File: src/rtl/smbuf_pkg.sv
package smbuf_pkg;
    localparam int BUF_DEPTH  = 32;
    localparam int BYTE_W     = 8;

    typedef enum logic [1:0] {
        SEL_CTRL  = 2'd0,
        SEL_DATA0 = 2'd1,
        SEL_BLK   = 2'd2,
        SEL_AUX   = 2'd3
    } reg_sel_e;
endpackage

File: src/rtl/smbuf_regs.sv
module smbuf_regs
    import smbuf_pkg::*;
#(
    parameter int W       = BYTE_W,
    parameter int MAX_CNT = BUF_DEPTH
) (
    input  logic         clk,
    input  logic         rst_n,
    input  logic         wr_ctrl,
    input  logic         wr_data0,
    input  logic         wr_aux,
    input  logic [W-1:0] wdata,
    input  logic         cnt_load,
    input  logic [W-1:0] cnt_in,
    output logic [W-1:0] ctrl_val,
    output logic [W-1:0] data0_val,
    output logic         buf_en,
    output logic         pec_on,
    output logic         cnt_bad
);
    localparam logic [W-1:0] MAX_B = W'(MAX_CNT);

    typedef struct packed {
        logic [W-1:0] ctrl;
        logic [W-1:0] data0;
        logic         buf_en;
        logic         pec_on;
        logic         bad;
    } regs_t;

    regs_t st_d, st_q;

    always_comb begin
        st_d = st_q;
        if (wr_ctrl) st_d.ctrl = wdata;
        if (wr_aux) begin
            st_d.buf_en = wdata[1];
            st_d.pec_on = wdata[0];
        end
        if (cnt_load) begin
            st_d.data0 = cnt_in;
            st_d.bad   = (cnt_in == '0) || (cnt_in > MAX_B);
        end else if (wr_data0) begin
            st_d.data0 = wdata;
            st_d.bad   = 1'b0;
        end
    end

    always_ff @(posedge clk) begin
        if (!rst_n) st_q <= '0;
        else        st_q <= st_d;
    end

    assign ctrl_val  = st_q.ctrl;
    assign data0_val = st_q.data0;
    assign buf_en    = st_q.buf_en;
    assign pec_on    = st_q.pec_on;
    assign cnt_bad   = st_q.bad;

    AST_CNT_ZERO_BAD: assert property (@(posedge clk) disable iff (!rst_n)
        (cnt_load && cnt_in == '0) |=> cnt_bad);
    AST_CNT_LOAD_LEN: assert property (@(posedge clk) disable iff (!rst_n)
        cnt_load |=> (data0_val == $past(cnt_in)));
endmodule

File: src/rtl/smbuf_store.sv
module smbuf_store
    import smbuf_pkg::*;
#(
    parameter int DEPTH = BUF_DEPTH,
    parameter int W     = BYTE_W
) (
    input  logic         clk,
    input  logic         rst_n,
    input  logic         buf_en,
    input  logic         idx_clr,
    input  logic         host_wr,
    input  logic         host_rd,
    input  logic [W-1:0] host_wdata,
    output logic [W-1:0] host_rdata,
    input  logic         seq_start,
    input  logic         seq_rd,
    input  logic         seq_wr,
    input  logic [W-1:0] seq_wdata,
    output logic [W-1:0] seq_rdata
);
    localparam int IW = $clog2(DEPTH);
    localparam logic [IW-1:0] LAST = IW'(DEPTH - 1);

    typedef struct packed {
        logic [DEPTH-1:0][W-1:0] mem;
        logic [W-1:0]            hold;
        logic [IW-1:0]           hidx;
        logic [IW-1:0]           sidx;
    } store_t;

    store_t st_d, st_q;

    function automatic logic [IW-1:0] step(input logic [IW-1:0] i);
        return (i == LAST) ? '0 : i + 1'b1;
    endfunction

    always_comb begin
        st_d = st_q;
        if (buf_en) begin
            if (host_wr) st_d.mem[st_q.hidx] = host_wdata;
            if (host_wr || host_rd) st_d.hidx = step(st_q.hidx);
            if (seq_wr) st_d.mem[st_q.sidx] = seq_wdata;
            if (seq_wr || seq_rd) st_d.sidx = step(st_q.sidx);
        end else begin
            if (host_wr) st_d.hold = host_wdata;
            if (seq_wr)  st_d.hold = seq_wdata;
        end
        if (idx_clr)   st_d.hidx = '0;
        if (seq_start) st_d.sidx = '0;
    end

    always_ff @(posedge clk) begin
        if (!rst_n) st_q <= '0;
        else        st_q <= st_d;
    end

    assign host_rdata = buf_en ? st_q.mem[st_q.hidx] : st_q.hold;
    assign seq_rdata  = buf_en ? st_q.mem[st_q.sidx] : st_q.hold;

    AST_IDX_CLEAR: assert property (@(posedge clk) disable iff (!rst_n)
        idx_clr |=> (st_q.hidx == '0));
    AST_IDX_STEP: assert property (@(posedge clk) disable iff (!rst_n)
        (buf_en && (host_wr || host_rd) && !idx_clr)
        |=> (st_q.hidx == (($past(st_q.hidx) == LAST) ? '0 : $past(st_q.hidx) + 1'b1)));
    AST_SEQ_RESTART: assert property (@(posedge clk) disable iff (!rst_n)
        seq_start |=> (st_q.sidx == '0));
    AST_HOLD_IDX: assert property (@(posedge clk) disable iff (!rst_n)
        (!buf_en && !idx_clr) |=> $stable(st_q.hidx));
    AST_HOLD_MEM: assert property (@(posedge clk) disable iff (!rst_n)
        !buf_en |=> $stable(st_q.mem));
endmodule

File: src/rtl/smbus_blkbuf.sv
module smbus_blkbuf
    import smbuf_pkg::*;
#(
    parameter int DEPTH = BUF_DEPTH,
    parameter int W     = BYTE_W
) (
    input  logic         clk,
    input  logic         rst_n,
    input  logic         reg_wr,
    input  logic         reg_rd,
    input  logic [1:0]   reg_sel,
    input  logic [W-1:0] reg_wdata,
    output logic [W-1:0] reg_rdata,
    input  logic         seq_start,
    input  logic         seq_rd,
    input  logic         seq_wr,
    input  logic [W-1:0] seq_wdata,
    output logic [W-1:0] seq_rdata,
    input  logic         seq_cnt_ld,
    input  logic [W-1:0] seq_cnt,
    output logic [W-1:0] xfer_len,
    output logic         buf_mode,
    output logic         pec_en,
    output logic         cnt_bad
);
    logic         sel_ctrl, sel_data0, sel_blk, sel_aux;
    logic [W-1:0] ctrl_val, blk_rdata;

    always_comb begin
        sel_ctrl  = (reg_sel == SEL_CTRL);
        sel_data0 = (reg_sel == SEL_DATA0);
        sel_blk   = (reg_sel == SEL_BLK);
        sel_aux   = (reg_sel == SEL_AUX);
    end

    smbuf_regs #(.W(W), .MAX_CNT(DEPTH)) u_regs (
        .clk       (clk),
        .rst_n     (rst_n),
        .wr_ctrl   (reg_wr && sel_ctrl),
        .wr_data0  (reg_wr && sel_data0),
        .wr_aux    (reg_wr && sel_aux),
        .wdata     (reg_wdata),
        .cnt_load  (seq_cnt_ld),
        .cnt_in    (seq_cnt),
        .ctrl_val  (ctrl_val),
        .data0_val (xfer_len),
        .buf_en    (buf_mode),
        .pec_on    (pec_en),
        .cnt_bad   (cnt_bad)
    );

    smbuf_store #(.DEPTH(DEPTH), .W(W)) u_store (
        .clk        (clk),
        .rst_n      (rst_n),
        .buf_en     (buf_mode),
        .idx_clr    (reg_rd && sel_ctrl),
        .host_wr    (reg_wr && sel_blk),
        .host_rd    (reg_rd && sel_blk),
        .host_wdata (reg_wdata),
        .host_rdata (blk_rdata),
        .seq_start  (seq_start),
        .seq_rd     (seq_rd),
        .seq_wr     (seq_wr),
        .seq_wdata  (seq_wdata),
        .seq_rdata  (seq_rdata)
    );

    always_comb begin
        unique case (reg_sel)
            SEL_CTRL:  reg_rdata = ctrl_val;
            SEL_DATA0: reg_rdata = xfer_len;
            SEL_BLK:   reg_rdata = blk_rdata;
            default:   reg_rdata = {{(W-2){1'b0}}, buf_mode, pec_en};
        endcase
    end

    AST_AUX_READBACK: assert property (@(posedge clk) disable iff (!rst_n)
        (reg_wr && sel_aux) |=> ({buf_mode, pec_en} == $past(reg_wdata[1:0])));
    AST_DATA0_CLEARS_BAD: assert property (@(posedge clk) disable iff (!rst_n)
        (reg_wr && sel_data0 && !seq_cnt_ld) |=> !cnt_bad);
endmodule

File: config.mk
export PLATFORM = sky130hd
export DESIGN_NAME = smbus_blkbuf
export DESIGN_NICKNAME = d
export VERILOG_FILES = /design/src/rtl/smbuf_pkg.sv /design/src/rtl/smbuf_regs.sv /design/src/rtl/smbuf_store.sv /design/src/rtl/smbus_blkbuf.sv
export SDC_FILE = /design/constraint.sdc
export NUM_CORES = 1
export LEC_CHECK = 0
export BUFFER_PORTS_ARGS = -buffer_cell sky130_fd_sc_hd__buf_2
export CAP_MARGIN = 25
export CORE_MARGIN = 4
export CORE_UTILIZATION = 65
export DETAILED_ROUTE_END_ITERATION = 8
export PLACE_DENSITY = 0.83
export SLEW_MARGIN = 20
export SYNTH_ARGS = -nofsm -noshare
export SYNTH_HDL_FRONTEND = slang
export SYNTH_SLANG_ARGS = --single-unit
File: constraint.sdc
create_clock -name clk -period 7.4 [get_ports clk]
set_input_delay 0.37 -clock clk [delete_from_list [all_inputs] [get_ports clk]]
set_output_delay 0.37 -clock clk [all_outputs]
set_load 0.02 [all_outputs]
==> results.sh <==
export IMPL_status="finished with violations"
export IMPL_violations="design-rule violations"
export IMPL_synth_warnings=0
export IMPL_cp_max_fo=70
export IMPL_ys_seq_area_frac=0.301
export IMPL_drc=1
export IMPL_via_per_inst=7.60
export IMPL_first_pass_iters=9
export IMPL_wl_per_cell_um=30.4
export IMPL_layout_nets=1990
export IMPL_gr_total_overflow=0
export IMPL_initial_core_util=0.657
export IMPL_ant_nets=0
export IMPL_die_h_um=181
export IMPL_finish_utilization=0.691
export IMPL_required_ps=7030
export IMPL_ir_worst_vdd_mv=0.141
export IMPL_cts_tree="done"
export IMPL_clk_pin_slew_ps=60
export IMPL_yosys_top_cells_area="dfxtp_1 (30%), mux2i_1 (22%), o211a_1 (14%), nand2_1 (5.6%), mux4_2 (4.4%)"
export IMPL_clock_root_buffer="clkbuf_16"
export IMPL_core_sq_um=29600
export IMPL_fin_cells=2363
export IMPL_synth_top_area_frac=0.301
export IMPL_antenna_found_initial=2
export IMPL_power_leakage_nw=9.34
export IMPL_post_route_min_period_ps=4210
export IMPL_start_kind="flop"
export IMPL_post_cts_buffers=0
export IMPL_clkLatencyLatePin_ps=520
export IMPL_finalHoldViolCount=0
export IMPL_cts_buffers=34
export IMPL_maxCapViolCount=0
export IMPL_synth_seq_cells=293
export IMPL_hold_buffers=0
export IMPL_dpl_cell_count=2298
export IMPL_io_pins=61
export IMPL_synth_top_area_cell="dfxtp_1"
export IMPL_relSlewSlack=0.183
export IMPL_grt_pass1_wl_um=107000
export IMPL_synth_edf_count=0
export IMPL_grt_pass1_vias=16800
export IMPL_place_area_sq_um=19300
export IMPL_endpoint_kind="output port"
export IMPL_postSynthAreaPerCell_sq_um=9.46
export IMPL_synthCells=2058
export IMPL_synthArstFlopShare=0
export IMPL_yosysUniqueCellTypes=67
export IMPL_drt_iter0_markers=3043
export IMPL_dp_hpwl_um=45800
export IMPL_drive_above_1_share=0.116
export IMPL_cts_resized=0
export IMPL_area_growth_pct=5.12
export IMPL_final_area_sq_um=20500
export IMPL_grt_usage=0.418
export IMPL_dieArea_sq_um=32800
export IMPL_num_vias=18000
export IMPL_htree_num_levels=2
export IMPL_clk_path_buf_depth=3
export IMPL_max_freq_mhz=238
export IMPL_syn_area_sq_um=19500
export IMPL_finalCritPeriodShare=0.569
export IMPL_fillers=2296
export IMPL_syn_nets=2102
export IMPL_slew_viol_final=0
export IMPL_fin_tns_setup_ps=0
export IMPL_gp_congestion=1.09
export IMPL_rsz0062_at_grt="false"
export IMPL_power_density_nw_per_um2=179
export IMPL_cts_sinks=293
export IMPL_grt_start_max_net_pins=143
export IMPL_cp_arrival_ps=3840
export IMPL_setup_viol=0
export IMPL_io_buffers=60
export IMPL_skew_ps=8.51
export IMPL_ys_flop_type="dfxtp_1"
export IMPL_routed_wl_um=71800
export IMPL_worst_slew_pin_slew_ps=1220
export IMPL_row_count=63
export IMPL_die_w_um=181
export IMPL_min_path_type="in -> reg"
export IMPL_worstSetupPathType="reg -> out"
==> logic make-up after synthesis <==
logic type / after synthesis / synth area share
adders and majority gates: 10 / 0.00642
and+or+nand+nor: 567 / 0.149
buffers and inverters: 234 / 0.0608
muxes: 474 / 0.272
DFF: 293 / 0.301
xor gates and xnor gates: 1 / 0.000450
AOI/OAI and AO/OA: 479 / 0.211
==> layout by cell type, fill, tap and decap left out, types with 9 or more instances in the layout <==
cell type  count
or4_1         15
o21a_1        13
o22ai_1       68
mux2i_1      431
nor4_1        10
dfxtp_1      289
inv_1         10
clkbuf_16     37
o221ai_1       9
nand4b_1      11
nand3b_1      14
buf_4         13
nand2_1      292
nand3_1       53
nor2b_1       26
mux4_2        38
nor2_4        18
nor3_1         9
o21a_2        16
o211a_1      272
ha_1          10
o21ai_0       46
a21oi_1       14
nor2_1        65
buf_2         59
==> synth_stat cells, types with 16 or more instances <==
| master | number |
|---|---|
| mux2i_1 | 431 |
| dfxtp_1 | 293 |
| nand2_1 | 292 |
| o211a_1 | 272 |
| clkbuf_1 | 120 |
| o22ai_1 | 68 |
| nor2_1 | 65 |
| nand3_1 | 53 |
| buf_2 | 49 |
| o21ai_0 | 46 |
| buf_4 | 42 |
| mux4_2 | 38 |
| nor2b_1 | 26 |
| nor2_4 | 18 |
| o21a_2 | 16 |
==> power by group <==
group          switching, mW  internal [mW]  total (mW)
registers             0.0169           1.59        1.60
clock network          0.705           1.09        1.79
logic                  0.197         0.0783       0.275
total                  0.919           2.75        3.67
==> routing by layer <==
metal	GRT usage	share of wire	up-vias
met3	0.104	0.13	339
met4	0.222	0.067	2
met2	0.622	0.42	1510
li1	-	-	7453
met1	0.563	0.38	8665
met5	0	0.00018	-
==> critical path, cell delays in order, from the launching register on <==
cell	delay [ps]
dfxtp_4	990
buf_12	500
mux2i_1	350
o22ai_1	150
or4_1	570
nor2_1	310
o221ai_1	170
buf_2	190
==> area by class of cell <==
class | count | area [sq um] | area share
Timing Repair Buffer | 76 | 454 | 0.0222
Clock buffer | 51 | 1050 | 0.0512
Antenna cell | 1 | 2.50 | 0.000122
Sequential cell | 293 | 5880 | 0.287
Multi-Input combinational cell | 1531 | 12400 | 0.607
Tap cell | 390 | 488 | 0.0238
Inverter | 10 | 37.5 | 0.00183
Clock inverter | 11 | 138 | 0.00672
==> path summary, 6_finish.rpt <==
check,to,from,cells after the start,slack (ps)
min,u_regs.cnt_bad,seq_cnt[6],3,210
max reg2reg,u_store.st_q[243],u_store.st_q[0],8,3580
min reg2reg,u_regs.cnt_bad,u_regs.cnt_bad,2,470
max,reg_rdata[7],u_store.st_q[6],7,3190
==> sequential cells by signal (all words and copies together) (netlist names) <==
name,count
u_store.st_q,274
u_regs.ctrl_val,8
u_regs.data0_val,8
u_regs.buf_en,1
u_regs.cnt_bad,1
u_regs.pec_on,1
==> per-stage QoR <==
step	hold WS (ps)	power (mW)	setup WS, ps
floorplan	478	1.81	4770
global placement	455	1.89	3850
detailed placement	472	1.90	3780
CTS	204	3.65	3320
global route	214	3.74	3130
finish	207	3.67	3190
Power figures use the tool's default switching activity.
